--- src/rtl/sar_ctl_pkg.sv ---
package sar_ctl_pkg;

   typedef enum logic [1:0] {
      PH_IDLE   = 2'd0,
      PH_SAMPLE = 2'd1,
      PH_DECIDE = 2'd2,
      PH_DONE   = 2'd3
   } sar_phase_e;

   function automatic int unsigned conv_cycles(input int unsigned width,
                                               input int unsigned samp);
      return width + samp;
   endfunction

endpackage

--- src/rtl/sar_phase_seq.sv ---
module sar_phase_seq
   import sar_ctl_pkg::*;
#(
   parameter int unsigned WIDTH         = 8,
   parameter int unsigned SAMPLE_CYCLES = 2,
   localparam int unsigned IDX_W        = $clog2(WIDTH),
   localparam int unsigned SCW          = (SAMPLE_CYCLES > 1) ? $clog2(SAMPLE_CYCLES) : 1
) (
   input  logic             clk,
   input  logic             rst,
   input  logic             start,
   output logic             sample_o,
   output logic             ready_o,
   output logic             clear_o,
   output logic             seed_o,
   output logic             step_o,
   output logic             last_o,
   output logic [IDX_W-1:0] idx_o
);

   localparam logic [SCW-1:0]   SC_LAST = SCW'(SAMPLE_CYCLES - 1);
   localparam logic [IDX_W-1:0] IDX_TOP = IDX_W'(WIDTH - 1);

   sar_phase_e       phase_q;
   logic [SCW-1:0]   scnt_q;
   logic [IDX_W-1:0] idx_q;
   logic             accept;

   assign accept = start && ((phase_q == PH_IDLE) || (phase_q == PH_DONE));

   always_ff @(posedge clk) begin
      if (rst) begin
         phase_q <= PH_IDLE;
         scnt_q  <= '0;
         idx_q   <= '0;
      end else begin
         unique case (phase_q)
            PH_IDLE, PH_DONE: begin
               if (accept) begin
                  phase_q <= PH_SAMPLE;
                  scnt_q  <= '0;
               end
            end
            PH_SAMPLE: begin
               if (scnt_q == SC_LAST) begin
                  phase_q <= PH_DECIDE;
                  idx_q   <= IDX_TOP;
               end else begin
                  scnt_q <= scnt_q + 1'b1;
               end
            end
            PH_DECIDE: begin
               if (idx_q == '0) begin
                  phase_q <= PH_DONE;
               end else begin
                  idx_q <= idx_q - 1'b1;
               end
            end
            default: phase_q <= PH_IDLE;
         endcase
      end
   end

   always_comb begin
      sample_o = (phase_q == PH_SAMPLE);
      ready_o  = (phase_q == PH_DONE);
      clear_o  = accept;
      seed_o   = (phase_q == PH_SAMPLE) && (scnt_q == SC_LAST);
      step_o   = (phase_q == PH_DECIDE);
      last_o   = (phase_q == PH_DECIDE) && (idx_q == '0);
      idx_o    = idx_q;
   end

   AST_SAMPLE_ENTRY: assert property (@(posedge clk) disable iff (rst)
      $rose(sample_o) |-> $past(start));

   AST_NO_RESTART: assert property (@(posedge clk) disable iff (rst)
      (phase_q == PH_DECIDE) && start |=> (phase_q != PH_SAMPLE));

endmodule

--- src/rtl/sar_approx_reg.sv ---
module sar_approx_reg #(
   parameter int unsigned WIDTH = 8,
   localparam int unsigned IDX_W = $clog2(WIDTH)
) (
   input  logic             clk,
   input  logic             rst,
   input  logic             clear_i,
   input  logic             seed_i,
   input  logic             step_i,
   input  logic             last_i,
   input  logic [IDX_W-1:0] idx_i,
   input  logic             cmp_i,
   output logic [WIDTH-1:0] trial_o,
   output logic [WIDTH-1:0] result_o
);

   localparam logic [WIDTH-1:0] MSB_ONLY = {1'b1, {(WIDTH-1){1'b0}}};

   logic [WIDTH-1:0] trial_q;
   logic [WIDTH-1:0] result_q;
   logic [WIDTH-1:0] trial_nxt;

   always_comb begin
      trial_nxt = trial_q;
      if (cmp_i) begin
         trial_nxt[idx_i] = 1'b0;
      end
      if (idx_i != '0) begin
         trial_nxt[idx_i - 1'b1] = 1'b1;
      end
   end

   always_ff @(posedge clk) begin
      if (rst) begin
         trial_q  <= '0;
         result_q <= '0;
      end else begin
         if (clear_i) begin
            trial_q <= '0;
         end else if (seed_i) begin
            trial_q <= MSB_ONLY;
         end else if (step_i) begin
            trial_q <= trial_nxt;
            if (last_i) begin
               result_q <= trial_nxt;
            end
         end
      end
   end

   assign trial_o  = trial_q;
   assign result_o = result_q;

   AST_ONE_BIT_PER_STEP: assert property (@(posedge clk) disable iff (rst)
      step_i |=> ($countones(trial_q) <= $countones($past(trial_q)) + 1));

endmodule

--- src/rtl/sar_dac_drive.sv ---
module sar_dac_drive #(
   parameter int unsigned WIDTH           = 8,
   parameter bit          INVERT_SWITCHES = 1'b1
) (
   input  logic [WIDTH-1:0] trial_i,
   output logic [WIDTH-1:0] sw_o
);

   generate
      if (INVERT_SWITCHES) begin : g_inverted
         assign sw_o = ~trial_i;
      end else begin : g_direct
         assign sw_o = trial_i;
      end
   endgenerate

endmodule

--- src/rtl/sar_conv_ctl.sv ---
module sar_conv_ctl
   import sar_ctl_pkg::*;
#(
   parameter int unsigned WIDTH           = 8,
   parameter int unsigned SAMPLE_CYCLES   = 2,
   parameter bit          INVERT_SWITCHES = 1'b1,
   parameter int unsigned CLK_PERIOD_NS   = 1000,
   parameter int unsigned REPLY_WINDOW_NS = 11280
) (
   input  logic             clk,
   input  logic             rst,
   input  logic             start,
   input  logic             cmp_i,
   output logic             sample_o,
   output logic [WIDTH-1:0] dac_sw_o,
   output logic [WIDTH-1:0] result_o,
   output logic             ready_o
);

   localparam int unsigned IDX_W    = $clog2(WIDTH);
   localparam int unsigned CONV_NS  = conv_cycles(WIDTH, SAMPLE_CYCLES) * CLK_PERIOD_NS;
   localparam logic [WIDTH-1:0] MSB_ONLY = {1'b1, {(WIDTH-1){1'b0}}};

   generate
      if (WIDTH < 2) begin : g_bad_width
         $error("sar_conv_ctl: WIDTH must be at least 2");
      end
      if (SAMPLE_CYCLES < 1) begin : g_bad_sample
         $error("sar_conv_ctl: SAMPLE_CYCLES must be at least 1");
      end
      if (CONV_NS >= REPLY_WINDOW_NS) begin : g_bad_budget
         $error("sar_conv_ctl: conversion does not fit the reply window");
      end
   endgenerate

   logic             clear_w;
   logic             seed_w;
   logic             step_w;
   logic             last_w;
   logic [IDX_W-1:0] idx_w;
   logic [WIDTH-1:0] trial_w;

   sar_phase_seq #(
      .WIDTH         (WIDTH),
      .SAMPLE_CYCLES (SAMPLE_CYCLES)
   ) u_seq (
      .clk      (clk),
      .rst      (rst),
      .start    (start),
      .sample_o (sample_o),
      .ready_o  (ready_o),
      .clear_o  (clear_w),
      .seed_o   (seed_w),
      .step_o   (step_w),
      .last_o   (last_w),
      .idx_o    (idx_w)
   );

   sar_approx_reg #(
      .WIDTH (WIDTH)
   ) u_sar (
      .clk      (clk),
      .rst      (rst),
      .clear_i  (clear_w),
      .seed_i   (seed_w),
      .step_i   (step_w),
      .last_i   (last_w),
      .idx_i    (idx_w),
      .cmp_i    (cmp_i),
      .trial_o  (trial_w),
      .result_o (result_o)
   );

   sar_dac_drive #(
      .WIDTH           (WIDTH),
      .INVERT_SWITCHES (INVERT_SWITCHES)
   ) u_drv (
      .trial_i (trial_w),
      .sw_o    (dac_sw_o)
   );

   AST_MSB_SEED: assert property (@(posedge clk) disable iff (rst)
      $fell(sample_o) |-> (trial_w == MSB_ONLY));

   AST_RESULT_AT_READY: assert property (@(posedge clk) disable iff (rst)
      $rose(ready_o) |-> (result_o == trial_w));

   AST_READY_HOLD: assert property (@(posedge clk) disable iff (rst)
      ready_o && !start |=> ready_o && $stable(result_o));

endmodule

--- config.mk ---
export PLATFORM = sky130hd
export DESIGN_NAME = sar_conv_ctl
export DESIGN_NICKNAME = d
export VERILOG_FILES = /design/src/rtl/sar_ctl_pkg.sv /design/src/rtl/sar_phase_seq.sv /design/src/rtl/sar_approx_reg.sv /design/src/rtl/sar_dac_drive.sv /design/src/rtl/sar_conv_ctl.sv
export SDC_FILE = /design/constraint.sdc
export NUM_CORES = 1
export LEC_CHECK = 0
export ABC_AREA = 1
export BUFFER_PORTS_ARGS = -buffer_cell sky130_fd_sc_hd__buf_2
export CAP_MARGIN = 20
export CORE_MARGIN = 3
export CORE_UTILIZATION = 50
export CTS_CLUSTER_DIAMETER = 40
export DETAILED_ROUTE_END_ITERATION = 10
export PLACE_DENSITY = 0.8
export SYNTH_ARGS = -nofsm -noshare
export SYNTH_HDL_FRONTEND = slang
export SYNTH_HIERARCHICAL = 1
export SYNTH_SLANG_ARGS = --single-unit
--- constraint.sdc ---
create_clock -name clk -period 2.1 [get_ports clk]
set_input_delay 0.105 -clock clk [delete_from_list [all_inputs] [get_ports clk]]
set_output_delay 0.105 -clock clk [all_outputs]
set_load 0.02 [all_outputs]
After elaboration in Yosys (flattened, before gate mapping)
Cells that the tools add are included.
Widths: inputs -> output; s select.

storage, ports and cells
  flip-flop bits (word level) = 22
  input port bits = 4
  output and inout bits = 18
  word-level logic and storage cells = 62

operators by class
  $add $sub $neg = 2
  magnitude comparators = 4
  equal/unequal tests = 7
  muxes and demuxes = 18
  bitwise logic cells = 6
  reductions and logical operators = 19

operators by type and width
  cell                 number
  $mux 8               4
  $not 8->8            2
  $and 8x8->8          1
  $lt 3x4->1 const B   2
  $or 8x8->8           1
  $demux 1 s3          2
  $ge 3x1->1 const B   2
  $mux 2               3
  $mux 3               2
  $pmux 2 s3           1
  $pmux 3 s2           1
  $reduce_and 3->1     2
  $reduce_bool 2->1    3
  $logic_and 1x1->1    5
  $eq 2x2->1 const B   2
  $mux 1               4
  $ne 2x1->1 const B   2
  $ne 2x2->1 const B   2
  $reduce_and 4->1     1
  $reduce_or 2->1      2
  $logic_not 3->1      1
  $reduce_bool 3->1    1
  $reduce_or 3->1      1
  $sub 3x1->3 const B  1
  7 further kinds      8

Depth between registers and ports, before layout
  depth after elaboration = 11
  gate-level depth with buffers = 12
  gate-level depth less buffers = 11

Cells and area by module
Netlist, hierarchy kept.

by module, submodules not included
  module          instances  cells each  area each (µm²)
  sar_approx_reg  1          146         900.9
  sar_phase_seq   1          69          435.4
  sar_dac_drive   1          8           30.0

Worst setup path after synthesis
OpenSTA, ideal clock, no wires.

  kind = register to register
  from = reg u_seq.phase_q[0]
  to = reg u_sar.result_q[6], in the netlist u_sar/result_o[6]
  setup time = 109 ps
  arrival time = 1458 ps
  data required time = 1991 ps
  setup slack = 533 ps
  stages on the path, launching flop included = 11
  path buffers = 1
  cells stage by stage = dfxtp_1 -> inv_1 -> ha_1 -> nand3_1 -> inv_1 -> nand4_1 -> inv_2 -> buf_6 -> nand3_1 -> nand2_1 -> inv_1

on the way
  elaborated cells between the ends (all ways) = 11
  those cells by class = eq/ne (3); bitwise (2); reduce/logical (6)

RTL lines
  item                        RTL line              text
  start: declaration          sar_phase_seq.sv:24   sar_phase_e phase_q;
  start signal: assignment    sar_phase_seq.sv:33   phase_q <= PH_IDLE;
  start signal: assignment    sar_phase_seq.sv:40   phase_q <= PH_SAMPLE;
  start signal: assignment    sar_phase_seq.sv:46   phase_q <= PH_DECIDE;
  $eq 2x2->1                  sar_phase_seq.sv:69   step_o = (phase_q == PH_DECIDE);
  via step_w                  sar_conv_ctl.sv:38    logic step_w;
  $logic_and 1x1->1           sar_phase_seq.sv:70   last_o = (phase_q == PH_DECIDE) && (idx_q == '0);
  via last_w                  sar_conv_ctl.sv:39    logic last_w;
  $reduce_and 4->1 (no line)  -
  end signal: assignment      sar_approx_reg.sv:45  result_q <= trial_nxt;
  end: declaration            sar_approx_reg.sv:20  logic [WIDTH-1:0] result_q;

The timed path passes the listed nets, and every way through them passes these cells.
A chain may end at the register's enable or synchronous reset.

Final worst setup path
  from = reg u_seq.phase_q[0]
  to = reg u_sar.result_q[7], in the netlist u_sar/result_o[7]

The elaborated chain is that of the path after synthesis.

==> results.toml <==
[floorplan]
coreArea_mm2 = 0.00254
rows = 18
ioPinCount = 22
die_h_um = 58.3
die_width_um = 58.3
start_util_pct = 53.7
die_area_mm2 = 0.00340

[sta]
worstMarginPinSlew_ns = 0.284
drv_slew = 0
slew_headroom_pct = 80.8
max_freq_ghz = 0.575
fin_crit_sh_pct = 82.8
rsz0062_at_grt = "no"
fin_skew_ns = 0.00107
period_minus_slack_ns = 1.74
fin_hold_ws_ns = 0.0817
setup_violations = 0
tns_ns = 0
hold_viol_final = 0

[routing]
highest_layer = "met4"
drt_drc_violations_left = 0
totalWireLength_um = 2770
num_vias = 1316
dr.pass1.iters = 4
vias_per_cell = 4.77
wire_per_inst_um = 10.0
first_iter_violations = 29
met2_length_um = 1230
antenna_left = 0
route.met3.wl_um = 195
wl_met1_um = 1340

[worst_hold_path]
holdPathEnd = "u_seq/scnt_q"
holdCritStartpoint = "start"
whs_path_depth = 4
hold_path.class = "in -> reg"

[cts]
cts_max_path_buffers = 2
tritoncts = "built"
htreeDepth = 1
ctsRootBufferMaster = "clkbuf_4"
cts_resized = 0
cts_buffers = 3
clk_pin_slew_ns = 0.13
clk_latency_ns = 0.30
cts_hold_buf = 0
cts_sinks = 22
post_cts_buffers = 0

[setup_path]
cp_slowest_cell = "dfxtp_1"
critPathCaptureType = "register"
worst-setup-path-type = "reg -> reg"
r2r_cells = 10
startpoint_type = "register"
critPathMostFrequentCell = "inv_1"
arrival_ns = 2.00
ff2ff_setup_slack_ns = 0.36
r2r_start = "u_seq/phase_q[0]"
worstReg2RegEnd = "u_sar/result_o[7]"
cp.required_ns = 2.36
critical-path-max-stage-delay_ns = 0.37
critPathMaxFanout = 15
path_cells = "inv_1, ha_1, nand3_1, inv_1, nand4_1, inv_2, nor2_1, nor2_1, o21ai_0, inv_1"

[logic_synthesis]
synth_top_area_share_pct = 32.2
synth-seq-cells = 22
synthArstFlopShare_pct = 0
dominantRegCellSynth = "dfxtp_1"
syn_area_mm2 = 0.00137
synth_warnings = 6
synth_cells = 223
syn_area_per_cell_um2 = 6.13
synth_edf_count = 0
synth_top_cell_by_area = "dfxtp_1"
yosysSeqAreaShare_pct = 32.2
syn-num-nets = 235
synthTopCellsByArea = "dfxtp_1 32%, inv_1 14%, nand2_1 13%"
ys_types = 16

[placed_design]
routabilityCongestion = 0.925
hpwl_um = 2180
port_buffers = 21
dp_cells = 272

[final_layout]
final_cell_mix = "52 x inv_1, 47 x nand2_1, 38 x nor2_1, 22 x dfxtp_1, 21 x buf_2"
fillCellCount = 258
drive_gt1_share_pct = 17.1
stdcell_count = 276
area_delta_synth_final_pct = 13.3
final_common_cell = "inv_1"
n_antenna_cell = 0
num-nets-final = 259

[power_and_ir_drop]
ir_worst_vdd_mv = 0.816
power.internal_mw = 1.12
seq_power_share_pct = 28.8
pwr_density_cell_mw_per_mm2 = 1380
power_leakage_nw = 0.854
pwr-share-clk_pct = 15.2
power_switching_share_pct = 47.7
p_comb_share_pct = 56.0
p_sw_mw = 1.02

[global_routing]
grt_pass1_vias = 1135
grt_pass1_wl_um = 4920
grt_usage_pct = 18.5
grt-ovfl-total = 0
grt_max_degree = 16
antenna_found_initial = 0

[flow_run]
drv_cap = 0

[run_status]
status = "finished, final reports clean"
## flip-flops by register name (all words and copies together) (netlist names)
register,cells
u_sar/result_o,8
u_sar/trial_o,8
u_seq/idx_o,3
u_seq/phase_q,2
u_seq/scnt_q,1
## area by class of cell
cell class / count / area [µm²] / area share [%]
timing repair buffer: 22 / 113 / 7.28
tap: 30 / 37.5 / 2.43
clock inverter: 1 / 30.0 / 1.94
multi-input combinational: 142 / 694 / 44.9
inverter: 56 / 210 / 13.6
clock buffer: 3 / 22.5 / 1.46
sequential: 22 / 440 / 28.5
## power by group through the flow
stage	clock network (mW)	registers, mW	logic [mW]
5_1_grt	0.352	0.636	1.36
3_3_place_gp	0	0.622	1.16
2_1_floorplan	0	0.611	0.938
3_5_place_dp	0	0.626	1.18
4_1_cts	0.336	0.615	1.19
6_report	0.325	0.615	1.20
## cells by family after synthesis
kind of cell             Yosys count  synth area share [%]
AO/OA/AOI/OAI                     21                  8.79
adder cells (fa/ha/maj)            8                  7.33
buffers and inverters             59                  16.9
flip-flops                        22                  32.2
AND/OR/NAND/NOR                  113                  34.7
## layer usage
metal / up-vias / track usage, %
met5: - / 0
met2: 38 / 29.3
met3: 2 / 4.45
met1: 569 / 25.1
li1: 707 / -
met4: 0 / 4.64
## how the worst max path moves through the flow
stage	start	end	slack [ns]	cells past startpoint
final	u_seq/phase_q[0]	u_sar/result_o[7]	0.36	10
after detailed placement	u_seq/phase_q[0]	u_sar/result_o[4]	0.41	9
after CTS	u_seq/phase_q[0]	u_sar/result_o[7]	0.37	10
after global placement	u_seq/phase_q[0]	u_sar/result_o[4]	0.35	9
after floorplan	u_seq/phase_q[0]	u_sar/result_o[6]	0.53	10
after global routing	u_seq/phase_q[0]	u_sar/result_o[4]	0.14	10
## critical path: cells and delay by family (launching register included)
kind,cells,cell delay (ns)
buffers and inverters,4,0.49
flip-flops,1,0.37
adder cells (fa/ha/maj),1,0.30
AO/OA/AOI/OAI,1,0.09
AND/OR/NAND/NOR,4,0.45
## metrics by stage
step / power (mW) / instance area, µm² / setup WS, ns / util (%)
after floorplan: 1.55 / 1370 / 0.533 / -
after global placement: 1.78 / 1500 / 0.351 / 58.8
after detailed placement: 1.80 / 1500 / 0.408 / 58.8
after CTS: 2.14 / 1550 / 0.373 / 60.8
after global routing: 2.34 / 1550 / 0.140 / 60.8
final: 2.14 / 1550 / 0.362 / 60.8
## cells in the mapped netlist, types with 2 or more instances
cell type	instances
a21oi_1	12
buf_2	2
dfxtp_1	22
ha_1	8
inv_1	52
inv_2	4
nand2_1	47
nand2_2	6
nand3_1	16
nand4_1	2
nor2_1	38
nor2_2	4
o21ai_0	7
Note: power is estimated with default switching activity, not from simulation.
